File: src/rtl/icap_pkg.sv
package icap_pkg;

    typedef enum logic [2:0] {
        MODE_OFF     = 3'd0,
        MODE_RISE    = 3'd1,
        MODE_FALL    = 3'd2,
        MODE_ANY     = 3'd3,
        MODE_FIRST   = 3'd4,
        MODE_DIV_A   = 3'd5,
        MODE_DIV_B   = 3'd6,
        MODE_OFF_ALT = 3'd7
    } icap_mode_e;

    function automatic logic mode_is_off(input logic [2:0] m);
        return (m == MODE_OFF) || (m == MODE_OFF_ALT);
    endfunction

endpackage

File: src/rtl/icap_sync_edge.sv
module icap_sync_edge #(
    parameter int STAGES = 2
) (
    input  logic clk,
    input  logic rst_n,
    input  logic pin,
    output logic rise,
    output logic fall
);
    typedef struct packed {
        logic [STAGES:0] sh;
    } st_t;

    st_t st_d, st_q;

    always_comb begin
        st_d    = st_q;
        st_d.sh = {st_q.sh[STAGES-1:0], pin};
        rise    = st_q.sh[STAGES-1] & ~st_q.sh[STAGES];
        fall    = ~st_q.sh[STAGES-1] & st_q.sh[STAGES];
    end

    always_ff @(posedge clk) begin
        if (!rst_n) st_q <= '0;
        else        st_q <= st_d;
    end
endmodule

File: src/rtl/icap_qualify.sv
module icap_qualify
    import icap_pkg::*;
#(
    parameter int DIV_A = 4,
    parameter int DIV_B = 16
) (
    input  logic       clk,
    input  logic       rst_n,
    input  logic [2:0] mode,
    input  logic       first_rise,
    input  logic       rise,
    input  logic       fall,
    output logic       evt
);
    localparam int PW = (DIV_B > DIV_A) ? $clog2(DIV_B) : $clog2(DIV_A);

    typedef struct packed {
        logic [PW-1:0] pre;
        logic          armed;
    } st_t;

    st_t st_d, st_q;
    logic [PW-1:0] lim;
    logic          use_div;

    always_comb begin
        st_d    = st_q;
        evt     = 1'b0;
        use_div = 1'b0;
        lim     = PW'(DIV_A - 1);
        case (icap_mode_e'(mode))
            MODE_RISE:  evt = rise;
            MODE_FALL:  evt = fall;
            MODE_ANY:   evt = rise | fall;
            MODE_FIRST: begin
                if (st_q.armed) begin
                    evt = rise | fall;
                end else if (first_rise ? rise : fall) begin
                    evt        = 1'b1;
                    st_d.armed = 1'b1;
                end
            end
            MODE_DIV_A: begin
                use_div = 1'b1;
                lim     = PW'(DIV_A - 1);
            end
            MODE_DIV_B: begin
                use_div = 1'b1;
                lim     = PW'(DIV_B - 1);
            end
            default: begin
                st_d.pre   = '0;
                st_d.armed = 1'b0;
            end
        endcase
        if (use_div && rise) begin
            if (st_q.pre == lim) begin
                evt      = 1'b1;
                st_d.pre = '0;
            end else begin
                st_d.pre = st_q.pre + PW'(1);
            end
        end
    end

    always_ff @(posedge clk) begin
        if (!rst_n) st_q <= '0;
        else        st_q <= st_d;
    end
endmodule

File: src/rtl/icap_fifo.sv
module icap_fifo #(
    parameter int DW    = 32,
    parameter int DEPTH = 4,
    parameter int AW    = $clog2(DEPTH)
) (
    input  logic          clk,
    input  logic          rst_n,
    input  logic          clear,
    input  logic          wr,
    input  logic [DW-1:0] wdata,
    input  logic          rd,
    input  logic          ovf_clr,
    input  logic [AW-1:0] thr,
    output logic [DW-1:0] rdata,
    output logic          ne,
    output logic          ovf,
    output logic          irq
);
    localparam int CW = $clog2(DEPTH + 1);

    typedef struct packed {
        logic [DEPTH-1:0][DW-1:0] mem;
        logic [AW-1:0]            rp;
        logic [AW-1:0]            wp;
        logic [CW-1:0]            cnt;
        logic                     ovf;
        logic                     irq;
    } st_t;

    st_t  st_d, st_q;
    logic full, push, pop;

    always_comb begin
        st_d     = st_q;
        st_d.irq = 1'b0;
        full     = (st_q.cnt == CW'(DEPTH));
        pop      = rd && (st_q.cnt != '0);
        push     = wr && !full;
        if (clear) begin
            st_d = '0;
        end else begin
            if (pop) begin
                st_d.rp = st_q.rp + AW'(1);
            end
            if (push) begin
                st_d.mem[st_q.wp] = wdata;
                st_d.wp           = st_q.wp + AW'(1);
            end
            st_d.cnt = st_q.cnt + CW'(push) - CW'(pop);
            if (wr && full)   st_d.ovf = 1'b1;
            else if (ovf_clr) st_d.ovf = 1'b0;
            st_d.irq = push && (st_d.cnt == (CW'(thr) + CW'(1)));
        end
    end

    always_ff @(posedge clk) begin
        if (!rst_n) st_q <= '0;
        else        st_q <= st_d;
    end

    assign ne    = (st_q.cnt != '0);
    assign rdata = ne ? st_q.mem[st_q.rp] : '0;
    assign ovf   = st_q.ovf;
    assign irq   = st_q.irq;
endmodule

File: src/rtl/input_capture_chan.sv
module input_capture_chan
    import icap_pkg::*;
#(
    parameter int TW          = 16,
    parameter int DEPTH       = 4,
    parameter int SYNC_STAGES = 2,
    parameter int DIV_A       = 4,
    parameter int DIV_B       = 16,
    parameter int THRW        = $clog2(DEPTH),
    parameter int DW          = 2 * TW
) (
    input  logic            clk,
    input  logic            rst_n,
    input  logic [2:0]      cfg_mode,
    input  logic            cfg_first_rise,
    input  logic            cfg_tsel,
    input  logic            cfg_wide,
    input  logic [THRW-1:0] cfg_irq_thr,
    input  logic            ovf_clr,
    input  logic            pin_in,
    input  logic [TW-1:0]   tmr_a,
    input  logic [TW-1:0]   tmr_b,
    input  logic            rd_en,
    output logic [DW-1:0]   rd_data,
    output logic            buf_ne,
    output logic            ovf,
    output logic            irq
);
    logic          pin_rise, pin_fall, cap_evt, chan_off;
    logic [DW-1:0] cap_val;

    icap_sync_edge #(.STAGES(SYNC_STAGES)) u_sync (
        .clk  (clk),
        .rst_n(rst_n),
        .pin  (pin_in),
        .rise (pin_rise),
        .fall (pin_fall)
    );

    icap_qualify #(.DIV_A(DIV_A), .DIV_B(DIV_B)) u_qual (
        .clk       (clk),
        .rst_n     (rst_n),
        .mode      (cfg_mode),
        .first_rise(cfg_first_rise),
        .rise      (pin_rise),
        .fall      (pin_fall),
        .evt       (cap_evt)
    );

    always_comb begin
        chan_off = mode_is_off(cfg_mode);
        if (cfg_wide) cap_val = {tmr_b, tmr_a};
        else          cap_val = {{(DW-TW){1'b0}}, (cfg_tsel ? tmr_b : tmr_a)};
    end

    icap_fifo #(.DW(DW), .DEPTH(DEPTH), .AW(THRW)) u_fifo (
        .clk    (clk),
        .rst_n  (rst_n),
        .clear  (chan_off),
        .wr     (cap_evt),
        .wdata  (cap_val),
        .rd     (rd_en),
        .ovf_clr(ovf_clr),
        .thr    (cfg_irq_thr),
        .rdata  (rd_data),
        .ne     (buf_ne),
        .ovf    (ovf),
        .irq    (irq)
    );
endmodule

File: config.mk
export PLATFORM = sky130hd
export DESIGN_NAME = input_capture_chan
export DESIGN_NICKNAME = d
export VERILOG_FILES = /design/src/rtl/icap_pkg.sv /design/src/rtl/icap_sync_edge.sv /design/src/rtl/icap_qualify.sv /design/src/rtl/icap_fifo.sv /design/src/rtl/input_capture_chan.sv
export SDC_FILE = /design/constraint.sdc
export NUM_CORES = 1
export LEC_CHECK = 0
export BUFFER_PORTS_ARGS = -buffer_cell sky130_fd_sc_hd__buf_2
export CAP_MARGIN = 20
export CORE_ASPECT_RATIO = 2
export CORE_MARGIN = 2
export CORE_UTILIZATION = 55
export CTS_BUF_LIST = sky130_fd_sc_hd__clkbuf_4 sky130_fd_sc_hd__clkbuf_8
export DETAILED_ROUTE_END_ITERATION = 6
export PLACE_DENSITY = 0.76
export SLEW_MARGIN = 20
export SYNTH_ARGS = -nofsm -noshare
export SYNTH_HDL_FRONTEND = slang
export SYNTH_SLANG_ARGS = --single-unit
File: constraint.sdc
create_clock -name clk -period 5.7 [get_ports clk]
set_input_delay 0 -clock clk [delete_from_list [all_inputs] [get_ports clk]]
set_output_delay 0 -clock clk [all_outputs]
set_load 0.05 [all_outputs]
==> flow_results.org, run 1 <==
** Synthesis
- Synthesized netlist net count :: 722
- Cell count after synthesis :: ~670
- The synthesized design contains about 150 register bits.
- Summing every instance area after synthesis gives roughly 0.0072 mm^2.
- After synthesis, the share of cell area in mux cells is 0.308.
- EDFF count, synth :: 0
- Synth Area in XOR/XNOR :: 0.00974
- Of the total synthesized cell area, the portion taken by full adders, half adders and majority gates is 0.0216.
- The most used flip-flop cell after synthesis is dfxtp_1.
- The compound-cell area share of the yosys netlist came to 0.0143.
- Counting distinct cell types in the post-synthesis netlist gives 45.
- Combinational family with the most area after synthesis :: multiplexers
- Sequential area share after synthesis :: 0.403
- YS warnings :: 0
- For this run, asynchronously set or reset flops after synthesis account for 0.
- Each instance of the synthesized netlist takes up on average about 11 um^2.
- Of the total synthesized cell area, the portion taken by AND, OR, NAND and NOR gates is 0.176.

** Worst hold path
- Type of the worst min-delay path :: in -> reg
- The worst hold path begins at tmr_a[1].
- WHS Endpoint :: u_fifo.st_q[42]
- Min-Delay Path Depth :: 4

** Timing
- The hold violation total from the final report came to 0.
- Measured against its own limit, the worst slew margin works out to 0.277.
- For the pin with the worst max-slew slack, the measured transition is ~1.1 ns.
- Peak Freq :: 0.240 GHz
- The max-slew violation count is 0.
- Clock skew on the completed layout was measured at approximately 0.012 ns.
- Minimum setup slack in the final design :: between 1.5 and 2 ns
- Setup violations remaining at the end of the flow were counted as 0.
- The clock period could shrink to ~4.2 ns.
- Setup repair after global routing left no endpoint under its margin.
- In the finished design, the share of the clock period the worst path needs comes to 0.730.
- Summed negative setup slack over all endpoints :: 0 ns

** Die
- Site row count :: between 50 and 60
- The die is around 170 um tall.
- Pin placement for this block handled 80 I/O pins.
- Area of the core region :: 0.0129 mm^2
- From left edge to right edge, the die measures 84.9 um.
- Area of the die :: roughly 0.014 mm^2
- The initial utilization of the core area, before any placement, comes to 0.557.

** Placed design
- Timing analysis after detailed placement gives a worst setup slack of around 2.5 ns.
- Routability-driven placement finished with a final weighted congestion of 0.788.
- Half-perimeter wire length after detailed placement :: ~11000 um
- Count of input and output buffers :: 79

** Global routing
- Overflow left after global routing :: 0
- The first global-routing pass estimated roughly 26000 um of wire.
- Vias in the first global route :: 5375
- Number of antenna violations at the first check in global routing :: 0
- Entering global routing, the biggest net connects 90 pins.
- For this run, the total global-route usage over all layers was measured as 0.233.

** Detailed routing
- WL/cell :: approximately 17 um
- Detailed Routing Iterations Pass 1 :: 5
- Using the TritonRoute via totals, the vias-per-cell ratio works out to about 5.5.
- Post-Route WL :: between 15000 and 20000 um
- Total via count in the routed design :: 5006
- After the first detailed-routing iteration, the DRC count stood at 233.
- The count of nets left with antenna violations once routing finished came out at 0.
- For this run, design rule violations remaining after detail routing come to 0.

** Critical path
- For the worst setup path, the data arrival time is ~4.6 ns.
- Worst reg2reg startpoint :: u_fifo.st_q[4]
- Setup slack on the worst flop-to-flop path :: 1.54 ns
- Endpoint of the worst-slack reg-to-reg timing path :: u_fifo.irq
- Along the worst path, the maximum fanout reaches 34.
- STA puts the critical path data required time at just over 6 ns.
- Measured in cells, the most critical reg-to-reg path has a length of 11.
- Sort of element at the end of the critical path :: register
- By startpoint and endpoint, the worst setup path is classified as reg -> reg.
- Type of element launching the critical path :: register

** Layout
- The repair_antennas step left the layout with diodes totalling 0.
- Layout overhead on the synthesized area :: 10.9%
- The library cells used most frequently in the layout, excluding fill and tap cells, are 164 x nand2_1, 143 x dfxtp_1, 129 x mux2i_1.
- Share of final-layout standard cells stronger than drive strength 1 :: 0.247
- At the end of the flow, the number of nets in the layout was 800.
- Counting the fill cells in the layout gives roughly 1100.
- Leaving out fill and tap cells, the most frequent cell in the layout is nand2_1.

** Clocking
- Clk_lat worst skew :: 0.45 ns
- Inserted Clock Buffers :: 17
- Clock Root Buffer :: clkbuf_8
- TritonCTS built the clock tree.
- Buffers inserted to repair hold after CTS numbered 25.
- Clock Tree Buf Depth :: 2
- Setup repair bufs after CTS :: 0
- Resize count post-CTS :: 0
- Clock-pin slew was measured on the worst setup and hold paths at 0.09 ns.
- The H-tree was split into 4 levels.
- The tree built by TritonCTS fans out to between 100 and 150 sinks.

** Power and ir drop
- Summed over all cells, the static leakage comes to 3.03 nW.
- IR analysis of the VDD net gives a maximum drop of 0.199 mV.
- Dividing total power by cell area gives a power density of 279 mW/mm^2.
- The completed layout was analyzed and its total power is 2.22 mW.

** Outcome
- Run status :: finished clean

** Job
- Across the run, the number of max-cap violations was 0.
-- how the worst max path moves through the flow --
stage              startpoint         end  slack (ns)  cells after the start
2_1_floorplan  u_sync.st_q[1]  u_fifo.irq        3.08                     12
3_3_place_gp   u_fifo.st_q[4]  u_fifo.irq        2.59                      9
3_5_place_dp   u_fifo.st_q[4]  u_fifo.irq        2.51                      9
4_1_cts        u_fifo.st_q[4]  u_fifo.irq        1.40                     11
5_1_grt        u_fifo.st_q[4]  u_fifo.irq        1.26                     11
6_report       u_fifo.st_q[4]  u_fifo.irq        1.54                     11
-- power breakdown --
| part | switching, mW | internal (mW) | total (mW) |
|---|---|---|---|
| registers | 0.0266 | 1.03 | 1.06 |
| logic | 0.266 | 0.159 | 0.424 |
| clock network | 0.428 | 0.313 | 0.741 |
-- metal layers --
layer,vias to the layer above,track usage,part of all wire,wire (um)
met3,20,0.0403,0.037,586
met4,0,0.0897,0.021,331
met5,-,0,0,0
met1,2445,0.249,0.38,6040
li1,2426,-,-,-
met2,115,0.441,0.56,8850
-- critical path: stages (launching register included) --
cell	delay, ns
dfxtp_1	0.35
or3_2	0.80
and2_1	0.32
ha_1	0.28
inv_1	0.04
ha_1	0.18
fa_1	0.47
xnor2_1	0.18
nand3_1	0.09
dlygate4sd3_1	0.61
nor4_1	0.21
dlygate4sd3_1	0.58
-- Yosys cell counts (2+ instances only) --
library cell,number,share of area
nand2_1,164,0.086
dfxtp_1,145,0.40
mux2i_1,129,0.18
and2_1,42,0.037
mux4_2,32,0.10
clkbuf_1,18,0.0094
mux2_2,17,0.027
buf_12,13,0.036
ha_1,10,0.017
nand2_4,10,0.016
buf_2,9,0.0063
inv_1,9,0.0047
nor2_1,6,0.0031
buf_6,5,0.0078
nand3_1,5,0.0035
xnor2_1,5,0.0061
a21boi_0,4,0.0042
nor2_8,4,0.011
o21ai_0,4,0.0028
and3_1,3,0.0026
or3_1,3,0.0026
xor2_1,3,0.0037
buf_1,2,0.0010
nor2b_1,2,0.0017
nor3b_1,2,0.0021
-- state kept, by name (all words and copies together) (netlist names) --
name	cells
u_fifo.ovf	1
u_qual.st_q	5
u_sync.st_q	3
u_fifo.st_q	135
u_fifo.irq	1
-- cell type report --
| type | count | area, um^2 | share of cell area |
|---|---|---|---|
| Multi-Input combinational cell | 464 | 3820 | 0.479 |
| Sequential cell | 145 | 2910 | 0.364 |
| Timing Repair Buffer | 107 | 668 | 0.0837 |
| Inverter | 9 | 33.8 | 0.00423 |
| Clock inverter | 15 | 128 | 0.0160 |
| Tap cell | 152 | 190 | 0.0238 |
| Clock buffer | 17 | 234 | 0.0293 |
-- logic make-up after synthesis --
group           count (synthesis)
xor+xnor                        8
mux                           179
flops                         145
compound gates                 15
fa+ha+maj                      12
simple gates                  250
buf+inv                        57
-- stage by stage --
stage / std cells / util / hold slack, ns / area [um^2]
CTS: 909 / 0.618 / 0.00971 / 7980
detailed placement: 852 / 0.570 / 0.213 / 7370
finish: 909 / 0.618 / 0.0274 / 7980
global placement: 852 / 0.570 / 0.211 / 7370
floorplan: 666 / - / 0.122 / 7190
global route: 909 / 0.618 / 0.0657 / 7980
(Power assumes the default switching activity.)
==> run 2: changes to the inputs <==
ABC_AREA = 1   (was unset)
PLACE_DENSITY = 0.75   (was 0.76)
clock period = 3.9 ns   (was 5.7 ns; I/O delays follow)
==> run 2 against run 1 <==
Die area grew 10%. Largest cell class unchanged. Critical endpoint unchanged. Sequential power rose by 44%. Synthesized area rose by 10%. Sequential share of layout area shrank 3.9 points. Register-to-register slack lost 0.80 ns. Clock-buffer cell count up 3.
==> flow_results.org, run 2 <==
** Critical path
- The peak fanout along the critical path is 4 (was 34).
- Delay of the slowest cell on the worst path :: 0.55 ns (was 0.80 ns)
- The required time of the worst setup path came to 4.30 ns (was 6.09 ns).
- Slowest stage cell, crit path :: dlygate4sd3_1 (was or3_2)
- The endpoint type of the worst setup path is a register (unchanged).
- Setup CP Type :: reg -> reg (unchanged)
- Most repeated library cell on the critical path :: inv_1
- The category of cells accounting for the largest share of critical-path delay is adder cells (was simple AND/OR/NAND/NOR gates).
- Chain of cells forming the critical path: inv_1 -> ha_1 -> inv_1 -> nand3_1 -> nand3_1 -> nor2_2 -> nand2_4 -> nand2_1 -> inv_1 -> ha_1 -> fa_1 -> xor2_1 -> nor3_1 -> nand2_1 -> dlygate4sd3_1 -> nor2_1 (was or3_2 -> and2_1 -> ha_1 -> inv_1 -> ha_1 -> fa_1 -> xnor2_1 -> nand3_1 -> dlygate4sd3_1 -> nor4_1 -> dlygate4sd3_1).
- The type of origin of the critical path is a register (unchanged).
- CP Buf/Inv Count :: 4 (was 3)
- Endpoint arrival time on the critical path :: 3.57 ns (was 4.56 ns)

** Global routing
- The via count of the first global-routing pass came to 7121 (was 5375).
- Overflow left after global routing :: 0 (unchanged)
- The number of antenna violations at the first check in global routing came to 0 (unchanged).
- Global-route wire length before repair :: 33600 um (was 25900 um)
- Largest net degree at the start of global routing :: 113 (was 90)
- The all-layer global routing usage is 0.275 (was 0.233).

** Timing
- The smallest setup slack after layout is 0.733 ns (was 1.54 ns).
- Max-slew violation total from the final report :: 0 (unchanged)
- Worst relative slew slack :: 0.293 (was 0.277)
- Fin crit share :: 0.812 (was 0.730)
- Number of endpoints with negative hold slack in the final report :: 0 (unchanged)
- The final period demand of the worst path was 3.17 ns (was 4.16 ns).
- The transition time at the pin with the least slew margin is 1.06 ns (was 1.08 ns).
- The count of final setup violators is 0 (unchanged).
- Peak Freq :: 0.316 GHz (was 0.240 GHz)
- The clock skew after layout is 0.00938 ns (was 0.0122 ns).
- Worst hold slack across all endpoints :: 0.00684 ns (was 0.0274 ns)
- RSZ-0062 raised after global routing :: false (unchanged)
- The final-layout setup total negative slack is 0 ns (unchanged).

** Synthesis
- Synthesized netlist net count :: 1336 (was 722)
- Top cells by area in the synthesized netlist: dfxtp_1 37%, nand2_1 14%, inv_1 11%, nor2_1 9.3%, a21oi_1 6.5% (was dfxtp_1 40%, mux2i_1 18%, mux4_2 10%, nand2_1 8.6%, and2_1 3.7%).
- Synth unique cells :: 26 (was 45)
- Cell count after synthesis :: 1280 (was 666)
- The register bit count reported by yosys is 145 (unchanged).
- Yosys top cell area share :: 0.365 (was 0.403)
- YS warnings :: 0 (unchanged)
- Leading area contributor after synthesis :: dfxtp_1 (unchanged)
- The number of enable-type register cells in the synthesized netlist came to 0 (unchanged).
- The most common cell in the netlist is nand2_1 (unchanged).
- Most numerous cell types in the synthesized netlist: 300 x nand2_1, 243 x inv_1, 197 x nor2_1, 145 x dfxtp_1, 103 x a21oi_1 (was 164 x nand2_1, 145 x dfxtp_1, 129 x mux2i_1, 42 x and2_1, 32 x mux4_2).
- The primary flip-flop cell chosen by synthesis mapping was dfxtp_1 (unchanged).
- The post-synthesis instance area was 0.00795 mm^2 (was 0.00719 mm^2).
- The average cell area after synthesis is 6.21 um^2 (was 10.8 um^2).
- Share of flip-flops with an asynchronous set or reset :: 0 (unchanged)
- The sequential-to-total area share from yosys stat was 0.365 (was 0.403).

** Clocking
- The clock sink count is 145 (unchanged).
- Inserted Clock Buffers :: 17 (unchanged)
- The maximum level of the CTS H-tree is 4 (unchanged).
- Clk_lat worst skew :: 0.47 ns (was 0.45 ns)
- The number of buffers between clock root and the deepest sink was 2 (unchanged).
- Clock Root Buffer :: clkbuf_8 (unchanged)
- The clock slew seen by the registers of the worst setup and hold paths was 0.08 ns (was 0.09 ns).
- Clock tree from TritonCTS :: yes (unchanged)
- Resize count post-CTS :: 0 (unchanged)

** Layout
- The final instance count without filler cells was 1537 (was 909).
- The number of nets at the end of the flow was 1388 (was 800).
- The flip-flop count of the largest register, all copies and words added is 135 (unchanged).
- Total of fill cells in the finished design :: 1418 (was 1060)
- The utilization after layout is 0.626 (was 0.618).
- Top register by number of flip-flops :: u_fifo.st_q (unchanged)
- Layout overhead on the synthesized area :: 12.5% (was 10.9%)
- Highest-count cells in the layout ignoring fill and taps: 300 x nand2_1, 242 x inv_1, 197 x nor2_1 (was 164 x nand2_1, 143 x dfxtp_1, 129 x mux2i_1).
- Registers with the highest flip-flop counts :: u_fifo.st_q x135, u_qual.st_q x5, u_sync.st_q x3 (unchanged)
- The number of diodes added for antenna fixing was 0 (unchanged).
- Most common library cell in the layout ignoring fill and taps :: nand2_1 (unchanged)
- Share of final-layout standard cells stronger than drive strength 1 :: 0.110 (was 0.247)

** Detailed routing
- Total via count in the routed design :: 7858 (was 5006)
- Residual DRC count :: 0 (unchanged)
- The wire length per cell came to 13.8 um (was 17.4 um).
- DR iter-0 viols :: 581 (was 233)
- The routed wire length came to 21100 um (was 15800 um).
- The average via count per standard cell is 5.11 (was 5.51).
- Detailed Routing Iterations Pass 1 :: 7 (was 5)
- Number of nets still failing antenna checks after routing :: 0 (unchanged)

** Die
- The I/O pin total came to 80 (unchanged).
- Die height :: 174 um (was 166 um)
- The row count came to 62 (was 59).
- Area of the core region :: 0.0143 mm^2 (was 0.0129 mm^2)
- The width of the chip was 89.0 um (was 84.9 um).
- Area of the die :: 0.0155 mm^2 (was 0.0141 mm^2)
- Initial core utilization :: 0.557 (about the same)

** Placed design
- Half-perimeter wire length after detailed placement :: 12900 um (was 10600 um)
- Count of input and output buffers :: 79 (unchanged)
- The routability-driven placement congestion ratio is 0.861 (was 0.788).
- The number of cells after detailed placement is 1485 (was 852).
- Pre-CTS worst setup slack :: 1.05 ns (was 2.51 ns)

** Power and ir drop
- Total power per unit cell area :: 423 mW/mm^2 (was 279 mW/mm^2)
- The static leakage was 4.45 nW (was 3.03 nW).
- Peak supply drop :: 0.338 mV (was 0.199 mV)

** Job
- The max capacitance violation total is 0 (unchanged).

** Outcome
- Run status :: finished clean (unchanged)

** Worst hold path
- Type of the worst min-delay path :: in -> reg (unchanged)
## run 2: tightest hold or removal path, stage by stage
cell and delay, ns:
buf_2 0.09, nand2_1 0.08, inv_1 0.13, nor2_1 0.06, nor2_1 0.08
## run 2: cells by family after synthesis
logic type      after synthesis  share of synthesized area
simple gates                591                      0.313
buf+inv                     335                      0.165
compound gates              175                      0.111
flops                       145                      0.365
mux                          16                     0.0201
fa+ha+maj                    11                     0.0183
xor+xnor                      7                    0.00771
## run 2: area by class of cell
class                           count  area [um^2]  area share
Timing Repair Buffer              114          721      0.0806
Sequential cell                   145         2900       0.325
Clock inverter                     12          111      0.0125
Tap cell                          192          240      0.0269
Multi-Input combinational cell    800         3740       0.419
Clock buffer                       20          269      0.0301
Inverter                          254          953       0.107
## run 2: worst paths after layout
path / startpoint / end / slack, ns / cells after the start
max: u_sync.st_q[1] / u_fifo.irq / 0.73 / 16
min: tmr_b[12] / u_fifo.st_q[69] / 0.007 / 5
max reg2reg: u_sync.st_q[1] / u_fifo.irq / 0.73 / 16
min reg2reg: u_sync.st_q[0] / u_sync.st_q[1] / 0.43 / 2
## run 2: per-stage QoR
step / cell area (um^2) / power, mW
floorplan: 7950 / 2.36
global placement: 8360 / 2.63
detailed placement: 8360 / 2.64
CTS: 8940 / 3.79
global route: 8940 / 3.96
finish: 8940 / 3.78
## run 2: power breakdown
part	total [mW]	switching, mW	internal [mW]
clock network	1.15	0.602	0.543
logic	1.10	0.830	0.272
registers	1.53	0.0223	1.51
total	3.78	1.45	2.33
## run 2: layer usage
metal	up-vias	track usage	wire length, um
met5	-	0	0
li1	4003	-	-
met4	0	0.119	600
met3	45	0.0475	1300
met2	276	0.478	10700
met1	3534	0.323	8560
## run 2: timing repair
| item | CTS | global route |
|---|---|---|
| setup endpoints to repair | 0 | 0 |
| setup buffers | 0 | 0 |
| hold endpoints to repair | 37 | 0 |
| hold buffers | 20 | 0 |
==> run 3: changes to the inputs <==
ABC_AREA = 0   (was 1)
PLACE_DENSITY = 0.79   (was 0.75)
clock period = 2.9 ns   (was 3.9 ns; I/O delays follow)
==> run 3 against run 2 <==
Register-to-register slack lost 0.46 ns. Critical path depth is 5 lower. Clock power up 33%. Combinational power down 20%. Die area fell by 9.2%. Cell count is 40% lower. Sequential cell count unchanged. Maximum frequency is 21% higher. Total power grew 19%. Sequential share of layout area grew 3.3 points. Sequential power grew 36%. Global-route usage down 3.3 points. Critical path type unchanged.
==> flow_results.org, run 3 (synthesis results as in run 1) <==
** Outcome
- Run status :: finished clean (unchanged)

** Global routing
- The wire length of the first global-routing pass was 26800 um (was 33600 um).
- The total overflow reported by the global router is 0 (unchanged).
- The number of antenna violations at the first check in global routing came to 0 (unchanged).
- The maximum number of pins on one net before global-route repair was 113 (unchanged).
- Vias in the first global route :: 5370 (was 7121)
- Global-route usage over all layers :: 0.242 (was 0.275)

** Placed design
- The number of cells after detailed placement came to 861 (was 1485).
- Weighted congestion reported at the end of routability-driven placement :: 0.762 (was 0.861)
- Half-perimeter wire length after detailed placement :: 11200 um (was 12900 um)
- The total of buffers placed on input and output ports came to 79 (unchanged).
- The pre-CTS setup slack was 0.266 ns (was 1.05 ns).
- Instance area after placement :: 0.00751 mm^2 (was 0.00836 mm^2)

** Layout
- The most common library cell in the layout ignoring fill and taps is nand2_1 (unchanged).
- Registers with the highest flip-flop counts :: u_fifo.st_q x135, u_qual.st_q x5, u_sync.st_q x3 (unchanged)
- The final instance count without filler cells came to 915 (was 1537).
- Highest-count cells in the layout ignoring fill and taps :: 164 x nand2_1, 143 x dfxtp_1, 129 x mux2i_1 (was 300 x nand2_1, 242 x inv_1, 197 x nor2_1)
- The flip-flop count of the largest register, all copies and words added came to 135 (unchanged).
- Final instance area :: 0.00812 mm^2 (was 0.00894 mm^2)
- The area growth from synthesis to layout was 12.9% (was 12.5%).
- The number of nets at the end of the flow came to 807 (was 1388).
- Share of final-layout standard cells stronger than drive strength 1 :: 0.257 (was 0.110)
- The utilization after layout was 0.629 (was 0.626).
- The number of diodes added for antenna fixing is 0 (unchanged).
- Top register by number of flip-flops :: u_fifo.st_q (unchanged)

** Power and ir drop
- Clock power share :: 0.341 (was 0.303)
- Switching power total :: 1.37 mW (was 1.45 mW)
- Internal power of the cells :: 3.12 mW (was 2.33 mW)
- The power per standard cell area is 552 mW/mm^2 (was 423 mW/mm^2).
- Proportion of power drawn by combinational gates :: 0.196 (was 0.291)
- Peak supply drop :: 0.329 mV (was 0.338 mV)
- Leakage power :: 3.10 nW (was 4.45 nW)
- The sequential power share was 0.463 (was 0.406).
- Sw Ratio :: 0.305 (was 0.385)

** Critical path
- Req. time, crit path :: 3.26 ns (was 4.30 ns)
- The endpoint type of the worst setup path is a register (unchanged).
- Chain of cells forming the critical path: inv_1 -> ha_1 -> nor2b_1 -> o311ai_1 -> o221a_1 -> nor2_2 -> ha_1 -> fa_1 -> xnor2_1 -> nand3_1 -> nor4_2 (was inv_1 -> ha_1 -> inv_1 -> nand3_1 -> nand3_1 -> nor2_2 -> nand2_4 -> nand2_1 -> inv_1 -> ha_1 -> fa_1 -> xor2_1 -> nor3_1 -> nand2_1 -> dlygate4sd3_1 -> nor2_1).
- Type of element launching the critical path :: register (unchanged)
- Slowest stage cell, crit path :: fa_1 (was dlygate4sd3_1)
- The category of cells accounting for the largest share of critical-path delay is adder cells (unchanged).
- The critical setup path kind was reg -> reg (unchanged).
- Delay of the slowest cell on the worst path :: 0.51 ns (was 0.55 ns)
- Peak fanout along the critical path :: 3 (was 4)
- CP Buf/Inv Count :: 1 (was 4)
- The most common cell type on the critical path is ha_1 (was inv_1).
- The arrival time of the worst setup path was 2.99 ns (was 3.57 ns).

** Detailed routing
- Residual DRC count :: 0 (unchanged)
- The count of antenna-violating nets left after detailed routing was 0 (unchanged).
- The average via count per standard cell came to 5.55 (was 5.11).
- The total number of vias was 5081 (was 7858).
- DR iter-0 viols :: 357 (was 581)
- The detailed-router iteration count before antenna repair is 5 (was 7).
- The routed wire length was 16300 um (was 21100 um).
- WL/cell :: 17.9 um (was 13.8 um)

** Timing
- The headroom to the max-slew limit is 0.484 (was 0.293).
- The hold violation total from the final report is 0 (unchanged).
- Least-Margin Pin Slew :: 0.775 ns (was 1.06 ns)
- Minimum clock period after layout :: 2.62 ns (was 3.17 ns)
- RSZ-0062 raised after global routing: false (unchanged).
- Summed negative setup slack over all endpoints :: 0 ns (unchanged)
- Minimum setup slack in the final design :: 0.277 ns (was 0.733 ns)
- Max-slew violation total from the final report :: 0 (unchanged)
- Max Clock Skew :: 0.0163 ns (was 0.00938 ns)
- The maximum achievable frequency is 0.381 GHz (was 0.316 GHz).
- The post-route clock period utilization is 0.905 (was 0.812).
- Final Setup Violations :: 0 (unchanged)

** Die
- The core area was 0.0129 mm^2 (was 0.0143 mm^2).
- DIE WIDTH :: 84.9 um (was 89.0 um)
- I/O pin cnt :: 80 (unchanged)
- Area of the die :: 0.0141 mm^2 (was 0.0155 mm^2)
- The effective utilization at floorplan is 0.557 (about the same).
- Site row count :: 59 (was 62)
- Die height :: 166 um (was 174 um)

** Clocking
- The clock slew seen by the registers of the worst setup and hold paths was 0.09 ns (was 0.08 ns).
- Clock Sink Count :: 145 (unchanged)
- The CTS tree was yes (unchanged).
- The number of buffers between clock root and the deepest sink is 2 (unchanged).
- Inserted Clock Buffers :: 17 (unchanged)
- Clk_lat worst skew :: 0.45 ns (was 0.47 ns)
- The maximum level of the CTS H-tree was 4 (unchanged).
- The cell chosen for the clock root was clkbuf_8 (unchanged).

** Job
- Max capacitance violation total :: 0 (unchanged)

** Worst hold path
- Type of the worst min-delay path :: in -> reg (unchanged)
run 3: cell count changes in the layout (fill, tap and decap cells not counted), moves of 5 or more:
| cell | before | now |
|---|---|---|
| nand2_1 | 300 | 164 |
| mux4_2 | 0 | 32 |
| mux2i_1 | 16 | 129 |
| and2_1 | 0 | 42 |
| nand4_1 | 78 | 0 |
| buf_4 | 14 | 6 |
| mux2_2 | 0 | 17 |
| nand2_4 | 1 | 10 |
| o21ai_0 | 71 | 4 |
| buf_12 | 1 | 6 |
| inv_2 | 11 | 0 |
| inv_1 | 242 | 9 |
| nor2_1 | 197 | 5 |
| a21oi_1 | 103 | 1 |
run 3: path summary, 6_finish.rpt:
| path | from | end | slack [ns] | cells after the start |
|---|---|---|---|---|
| max | u_sync.st_q[1] | u_fifo.irq | 0.28 | 11 |
| max reg2reg | u_sync.st_q[1] | u_fifo.irq | 0.28 | 11 |
| min | cfg_first_rise | u_qual.st_q[0] | 0.02 | 4 |
| min reg2reg | u_fifo.st_q[36] | u_fifo.st_q[36] | 0.46 | 2 |
run 3: power groups by stage:
| stage | sequential, mW | combinational [mW] | clock, mW |
|---|---|---|---|
| after floorplan | 2.09 | 0.652 | 0 |
| after global placement | 2.12 | 0.826 | 0 |
| after detailed placement | 2.12 | 0.852 | 0 |
| after CTS | 2.08 | 0.880 | 1.56 |
| after global routing | 2.08 | 0.951 | 1.65 |
| final | 2.08 | 0.879 | 1.53 |
run 3: worst reg2reg max path, cell delays in order (launching register included):
cell      delay (ns)
dfxtp_1         0.36
inv_1           0.05
ha_1            0.20
nor2b_1         0.14
o311ai_1        0.27
o221a_1         0.26
nor2_2          0.06
ha_1            0.21
fa_1            0.51
xnor2_1         0.12
nand3_1         0.11
nor4_2          0.24
run 3: layer usage:
layer,share of wire,vias up,global-route usage
li1,-,2434,-
met1,0.37,2484,0.262
met2,0.56,141,0.457
met3,0.049,22,0.0462
met4,0.020,0,0.0835
met5,0,-,0
run 3: area by class of cell:
class	instances	area (um^2)
clock buffers	17	234
inverters	9	33.8
well taps	152	190
fillers	1027	4790
multi-input cells	464	3830
flip-flops and latches	145	2910
repair buffers	114	791
clock inverters	14	143
run 3: metrics by stage:
step	hold slack, ns	power, mW
final	0.0223	4.48
after CTS	0.00691	4.52
after floorplan	0.122	2.74
after global routing	0.0635	4.68
after global placement	0.213	2.94
after detailed placement	0.212	2.98
run 3: timing repair:
action,in CTS,in global routing
setup endpoints to repair,0,1
hold buffers,23,0
resized for setup,0,2
setup buffers,0,0
hold endpoints to repair,75,0
